$ cat src/rtl/seq_pkg.sv
package seq_pkg;

  typedef enum logic [3:0] {
    S_FETCH,
    S_ADRB,
    S_RDH,
    S_RDL,
    S_WRH,
    S_WRL,
    S_DUMMY,
    S_CALLOP,
    S_PUSHL,
    S_PUSHH
  } state_t;

  typedef enum logic [2:0] {
    K_NONE  = 3'd0,
    K_PRE   = 3'd1,
    K_LOAD  = 3'd2,
    K_STORE = 3'd3,
    K_ARITH = 3'd4,
    K_CALL  = 3'd5
  } kind_t;

endpackage

$ cat src/rtl/seq_regfile.sv
module seq_regfile #(
  parameter int RW   = 16,
  parameter int NREG = 4,
  parameter int SPI  = 3,
  localparam int IW  = $clog2(NREG)
) (
  input  logic          clk,
  input  logic          rst,
  input  logic          we_i,
  input  logic [IW-1:0] waddr_i,
  input  logic [RW-1:0] wdata_i,
  input  logic [IW-1:0] raddr_i,
  output logic [RW-1:0] rdata_o,
  input  logic          sp_we_i,
  input  logic [RW-1:0] sp_wdata_i,
  output logic [RW-1:0] sp_o
);

  logic [RW-1:0] ent [NREG];

  always_ff @(posedge clk) begin
    for (int g = 0; g < NREG; g++) begin
      if (rst) begin
        ent[g] <= '0;
      end else if (sp_we_i && g == SPI) begin
        ent[g] <= sp_wdata_i;
      end else if (we_i && waddr_i == IW'(g)) begin
        ent[g] <= wdata_i;
      end
    end
  end

  assign rdata_o = ent[raddr_i];
  assign sp_o    = ent[SPI];

endmodule

$ cat src/rtl/seq_ctrl.sv
module seq_ctrl
  import seq_pkg::*;
#(
  parameter int AW   = 16,
  parameter int DW   = 8,
  parameter int NREG = 4,
  localparam int RW  = 2 * DW,
  localparam int IW  = $clog2(NREG)
) (
  input  logic          clk,
  input  logic          rst,
  input  logic [AW-1:0] rst_pc_i,
  input  logic [DW-1:0] rd_data_i,
  input  logic [2:0]    op_kind_i,
  input  logic [IW-1:0] op_reg_i,
  input  logic [RW-1:0] reg_rdata_i,
  input  logic [RW-1:0] sp_i,
  output logic [AW-1:0] addr_o,
  output logic          rw_o,
  output logic [DW-1:0] wdata_o,
  output logic          op_fetch_o,
  output state_t        st_o,
  output logic          rf_we_o,
  output logic [IW-1:0] rf_idx_o,
  output logic [RW-1:0] rf_wdata_o,
  output logic          sp_we_o,
  output logic [RW-1:0] sp_wdata_o
);

  localparam logic [AW-1:0] DUMMY_ADDR = '1;
  localparam int            PGW        = AW - DW;

  state_t        st, st_n;
  kind_t         kind, kind_n;
  logic [IW-1:0] cur, cur_n;
  logic [AW-1:0] pc, pc_n;
  logic [AW-1:0] ea, ea_n;
  logic [DW-1:0] hi, hi_n;
  logic [AW-1:0] addr_q, addr_n;
  logic          rw_q, rw_n;
  logic [DW-1:0] wd_q, wd_n;
  logic          opf_q, opf_n;
  logic [AW-1:0] page_ea;

  assign page_ea = {{PGW{1'b0}}, rd_data_i};

  always_comb begin
    st_n       = S_FETCH;
    kind_n     = kind;
    cur_n      = cur;
    pc_n       = pc;
    ea_n       = ea;
    hi_n       = hi;
    addr_n     = pc;
    rw_n       = 1'b1;
    wd_n       = wd_q;
    opf_n      = 1'b0;
    rf_we_o    = 1'b0;
    rf_wdata_o = {hi, rd_data_i};
    sp_we_o    = 1'b0;
    sp_wdata_o = sp_i - RW'(2);
    unique case (st)
      S_FETCH: begin
        kind_n = kind_t'(op_kind_i);
        cur_n  = op_reg_i;
        pc_n   = pc + 1'b1;
        addr_n = pc + 1'b1;
        if (op_kind_i == K_LOAD || op_kind_i == K_STORE ||
            op_kind_i == K_ARITH || op_kind_i == K_CALL) begin
          st_n = S_ADRB;
        end else begin
          st_n  = S_FETCH;
          opf_n = 1'b1;
        end
      end
      S_ADRB: begin
        ea_n   = page_ea;
        pc_n   = pc + 1'b1;
        addr_n = page_ea;
        unique case (kind)
          K_LOAD, K_ARITH: st_n = S_RDH;
          K_STORE: begin
            st_n = S_WRH;
            rw_n = 1'b0;
            wd_n = reg_rdata_i[RW-1:DW];
          end
          K_CALL: st_n = S_CALLOP;
          default: begin
            st_n   = S_FETCH;
            addr_n = pc + 1'b1;
            opf_n  = 1'b1;
          end
        endcase
      end
      S_RDH: begin
        hi_n   = rd_data_i;
        st_n   = S_RDL;
        addr_n = ea + 1'b1;
      end
      S_RDL: begin
        rf_we_o = (kind == K_LOAD);
        if (kind == K_ARITH) begin
          st_n   = S_DUMMY;
          addr_n = DUMMY_ADDR;
        end else begin
          opf_n = 1'b1;
        end
      end
      S_DUMMY: opf_n = 1'b1;
      S_WRH: begin
        st_n   = S_WRL;
        addr_n = ea + 1'b1;
        rw_n   = 1'b0;
        wd_n   = reg_rdata_i[DW-1:0];
      end
      S_WRL: opf_n = 1'b1;
      S_CALLOP: begin
        st_n   = S_PUSHL;
        addr_n = sp_i[AW-1:0];
        rw_n   = 1'b0;
        wd_n   = pc[DW-1:0];
      end
      S_PUSHL: begin
        st_n   = S_PUSHH;
        addr_n = sp_i[AW-1:0] - 1'b1;
        rw_n   = 1'b0;
        wd_n   = pc[AW-1:DW];
      end
      S_PUSHH: begin
        sp_we_o = 1'b1;
        pc_n    = ea + 1'b1;
        addr_n  = ea + 1'b1;
        opf_n   = 1'b1;
      end
      default: opf_n = 1'b1;
    endcase
  end

  always_ff @(posedge clk) begin
    if (rst) begin
      st     <= S_FETCH;
      kind   <= K_NONE;
      cur    <= '0;
      pc     <= rst_pc_i;
      ea     <= '0;
      hi     <= '0;
      addr_q <= rst_pc_i;
      rw_q   <= 1'b1;
      wd_q   <= '0;
      opf_q  <= 1'b1;
    end else begin
      st     <= st_n;
      kind   <= kind_n;
      cur    <= cur_n;
      pc     <= pc_n;
      ea     <= ea_n;
      hi     <= hi_n;
      addr_q <= addr_n;
      rw_q   <= rw_n;
      wd_q   <= wd_n;
      opf_q  <= opf_n;
    end
  end

  assign addr_o     = addr_q;
  assign rw_o       = rw_q;
  assign wdata_o    = wd_q;
  assign op_fetch_o = opf_q;
  assign st_o       = st;
  assign rf_idx_o   = cur;

endmodule

$ cat src/rtl/dp_bus_seq.sv
module dp_bus_seq
  import seq_pkg::*;
#(
  parameter int AW   = 16,
  parameter int DW   = 8,
  parameter int NREG = 4,
  parameter int SPI  = 3,
  localparam int RW  = 2 * DW,
  localparam int IW  = $clog2(NREG)
) (
  input  logic          clk,
  input  logic          rst,
  input  logic [AW-1:0] rst_pc_i,
  input  logic [DW-1:0] rd_data_i,
  input  logic [2:0]    op_kind_i,
  input  logic [IW-1:0] op_reg_i,
  output logic [AW-1:0] addr_o,
  output logic          rw_o,
  output logic [DW-1:0] wdata_o,
  output logic          op_fetch_o
);

  state_t        st;
  logic          rf_we;
  logic [IW-1:0] rf_idx;
  logic [RW-1:0] rf_wdata;
  logic [RW-1:0] rf_rdata;
  logic          sp_we;
  logic [RW-1:0] sp_wdata;
  logic [RW-1:0] sp_val;

  seq_regfile #(.RW(RW), .NREG(NREG), .SPI(SPI)) u_rf (
    .clk       (clk),
    .rst       (rst),
    .we_i      (rf_we),
    .waddr_i   (rf_idx),
    .wdata_i   (rf_wdata),
    .raddr_i   (rf_idx),
    .rdata_o   (rf_rdata),
    .sp_we_i   (sp_we),
    .sp_wdata_i(sp_wdata),
    .sp_o      (sp_val)
  );

  seq_ctrl #(.AW(AW), .DW(DW), .NREG(NREG)) u_ctrl (
    .clk        (clk),
    .rst        (rst),
    .rst_pc_i   (rst_pc_i),
    .rd_data_i  (rd_data_i),
    .op_kind_i  (op_kind_i),
    .op_reg_i   (op_reg_i),
    .reg_rdata_i(rf_rdata),
    .sp_i       (sp_val),
    .addr_o     (addr_o),
    .rw_o       (rw_o),
    .wdata_o    (wdata_o),
    .op_fetch_o (op_fetch_o),
    .st_o       (st),
    .rf_we_o    (rf_we),
    .rf_idx_o   (rf_idx),
    .rf_wdata_o (rf_wdata),
    .sp_we_o    (sp_we),
    .sp_wdata_o (sp_wdata)
  );

endmodule

$ cat config.mk
export PLATFORM = sky130hd
export DESIGN_NAME = dp_bus_seq
export DESIGN_NICKNAME = d
export VERILOG_FILES = /design/src/rtl/seq_pkg.sv /design/src/rtl/seq_regfile.sv /design/src/rtl/seq_ctrl.sv /design/src/rtl/dp_bus_seq.sv
export SDC_FILE = /design/constraint.sdc
export NUM_CORES = 1
export LEC_CHECK = 0
export CORE_UTILIZATION = 35
export CTS_CLUSTER_DIAMETER = 30
export DETAILED_ROUTE_END_ITERATION = 16
export DONT_BUFFER_PORTS = 1
export PLACE_DENSITY = 0.56
export SETUP_SLACK_MARGIN = 0.4
export SYNTH_ARGS = -nofsm -noshare
export SYNTH_HDL_FRONTEND = slang
export SYNTH_SLANG_ARGS = --single-unit
$ cat constraint.sdc
create_clock -name clk -period 7.2 [get_ports clk]
set_clock_uncertainty 0.2 [all_clocks]
set_input_delay 0.36 -clock clk [delete_from_list [all_inputs] [get_ports clk]]
set_output_delay 0.36 -clock clk [all_outputs]
set_load 0.005 [all_outputs]
==> flow_summary.ini <==
[place]
portBuffers = 0
dp_hpwl_um = 16110
gp_congestion = 0.8675
placed_area_um2 = 7677

[yosys]
avgSynthCellArea_um2 = 9.827
yosysWarnings = 0
yosysUniqueCellTypes = 72
synth_seq_cells = 133
yosysSeqAreaShare = 0.4589
synth_edf_count = 80
synth_nets = 804
async_reset_ff_frac = 0
synth_cells = 768
syn_area_um2 = 7547
ys.flop_type = edfxtp_1

[drt]
drc_errors = 0
vias_per_cell = 5.834
vias = 6137
first_pass_iters = 5
routed_wl_um = 24040
ant_nets = 0
drt_iter0_markers = 627
wl_per_cell_um = 22.85

[critical_path]
cp_cell_sequence = nor4bb_4 -> nor2_1 -> and4b_1 -> or2_2
critPathMaxStageDelay_ns = 1.09
cp.arrival_ns = 3.75
cp-start-kind = register
path_class = reg2reg
critical_path.max_fanout = 27
worst_ep_required_time_ns = 7.19
crit_path_end_kind = register
r2r_slack_ns = 3.44
slowest_stage = nor4bb_4

[grt]
first_global_vias = 5734
grt_max_degree = 62
antenna_found_initial = 3
grt-ovfl-total = 0
grt_usage = 0.2261
grt_pass1_wl_um = 36320

[clock_network]
path_clk_slew_ns = 0.06
cts-root-buf = clkbuf_16
cts.sinks = 133
cts_setup_buffers = 0
clock_latency_ns = 0.43
h-tree-depth = 4
clock_path_buffers = 2
cts_buffers = 17
cts_tree = built

[sta]
period_minus_slack_ns = 3.759
drv_slew = 0
hold_viol = 0
rsz0062_at_grt = false
fin_crit_sh = 0.5221
slew_headroom = 0.2844
fmax_ghz = 0.2660
setup_viol = 0
finalSetupTns_ns = 0
tightest_slew_ns = 1.072

[die]
core_um2 = 21090
row_count = 53
dieArea_um2 = 22150
initial_core_util = 0.3579
die_height_um = 148.8
die_x_um = 148.8
ioPinCount = 57

[power_and_ir_drop]
vdd_drop_max_mv = 0.1582
power.density_nw_per_um2 = 248.3
p_leak_nw = 2.983

[cells_and_area]
drive_above_1_share = 0.1005
fill_cells = 2066
layout.nets = 799
layout_commonest_cell = nand2_1
final_area_um2 = 8611
area.growth.synth_to_final_pct = 14.09
most-common-layout-cells = nand2_1, edfxtp_1, dfxtp_1

[worst_hold_path]
hp-class = in2reg

[run_status]
status = completed

[flow_run]
maxCapViolCount = 0
[synth_stat cells, types with 12 or more instances]
cell       n  area share
a21oi_1   44       0.029
nand3_1   32       0.021
xor2_1    23       0.027
clkbuf_1  30       0.015
nand2_1   95       0.047
nand4_1   12      0.0099
o21ai_0   45       0.030
mux4_2    16       0.048
and2_1    52       0.043
xnor2_1   22       0.026
nor3_1    19       0.013
buf_2     21       0.014
dfxtp_1   53        0.14
nor2_1    48       0.024
edfxtp_1  80        0.32
[stage by stage]
stage | power, W | setup WS [ns] | std cells | utilization | hold WS [ns]
5_1_grt | 0.002211 | 3.183 | 1052 | 0.4083 | 0.01994
3_3_place_gp | 0.001190 | 3.649 | 990 | 0.3641 | 0.2368
2_1_floorplan | 0.001117 | 4.444 | 768 | - | 0.2569
6_report | 0.002138 | 3.441 | 1052 | 0.4083 | 0.002875
3_5_place_dp | 0.001192 | 3.471 | 990 | 0.3641 | 0.2462
4_1_cts | 0.002147 | 3.492 | 1051 | 0.4082 | 0.005185
[worst max-delay path: cells and delay by family, from the launching register on]
kind,cells,cell delay [ns]
simple gates,4,2.32
flops,1,0.99
[flip-flops by register name, summed over array words and instances (netlist names), named ones only]
name and cells:
u_rf.ent 64, u_ctrl.op_fetch_o 1, u_ctrl.ea 8, u_ctrl.st_o 4
u_ctrl.rw_o 1, u_ctrl.addr_o 16, u_ctrl.wdata_o 8, u_ctrl.kind 3
u_ctrl.rf_idx_o 2, u_ctrl.pc 16, u_ctrl.hi 8
[per-layer routing]
metal  vias to the layer above  track usage  share of wire
met5                         -            0        0.00071
li1                       2832            -              -
met4                         2      0.08622          0.029
met1                      2970       0.3178           0.45
met2                       284       0.3168           0.42
met3                        49      0.07706           0.10
[power breakdown]
part	total [W]	leakage, nW	internal, W	switching [W]
Sequential	0.000944	1.27	0.000864	0.0000801
Combinational	0.000265	1.41	0.000113	0.000151
Clock	0.000930	0.303	0.000568	0.000362
[layout make-up]
cell class,instances,area [µm²],area share
clock inverter,13,170.2,0.01976
sequential,133,3463,0.4022
tap,275,344.1,0.03996
multi-input combinational,563,3769,0.4377
antenna,1,2.502,0.0002906
inverter,11,41.29,0.004795
timing repair buffer,37,367.9,0.04272
clock buffer,19,452.9,0.05260
[worst paths after layout]
kind	to	from	cells after the start
worst max register to register	u_rf.ent[3][0]	u_ctrl.st_o[0]	4
worst max-delay path	u_rf.ent[3][0]	u_ctrl.st_o[0]	4
worst min register to register	u_ctrl.ea[5]	u_ctrl.ea[5]	2
worst min-delay path	u_ctrl.addr_o[10]	rst	2
[repair_timing]
item,4_1_cts,5_1_grt
endpoints found under the hold margin,96,0
resized for setup,0,0
hold buffers,29,0
[cell families after synthesis]
logic type      after synthesis  share of synthesized area
mux                          27                    0.06250
fa+ha+maj                     5                   0.008289
flops                       133                     0.4589
compound gates              172                     0.1509
xor+xnor                     45                    0.05222
simple gates                314                     0.2228
buf+inv                      72                    0.04443
Power figures use the tool's default switching activity.
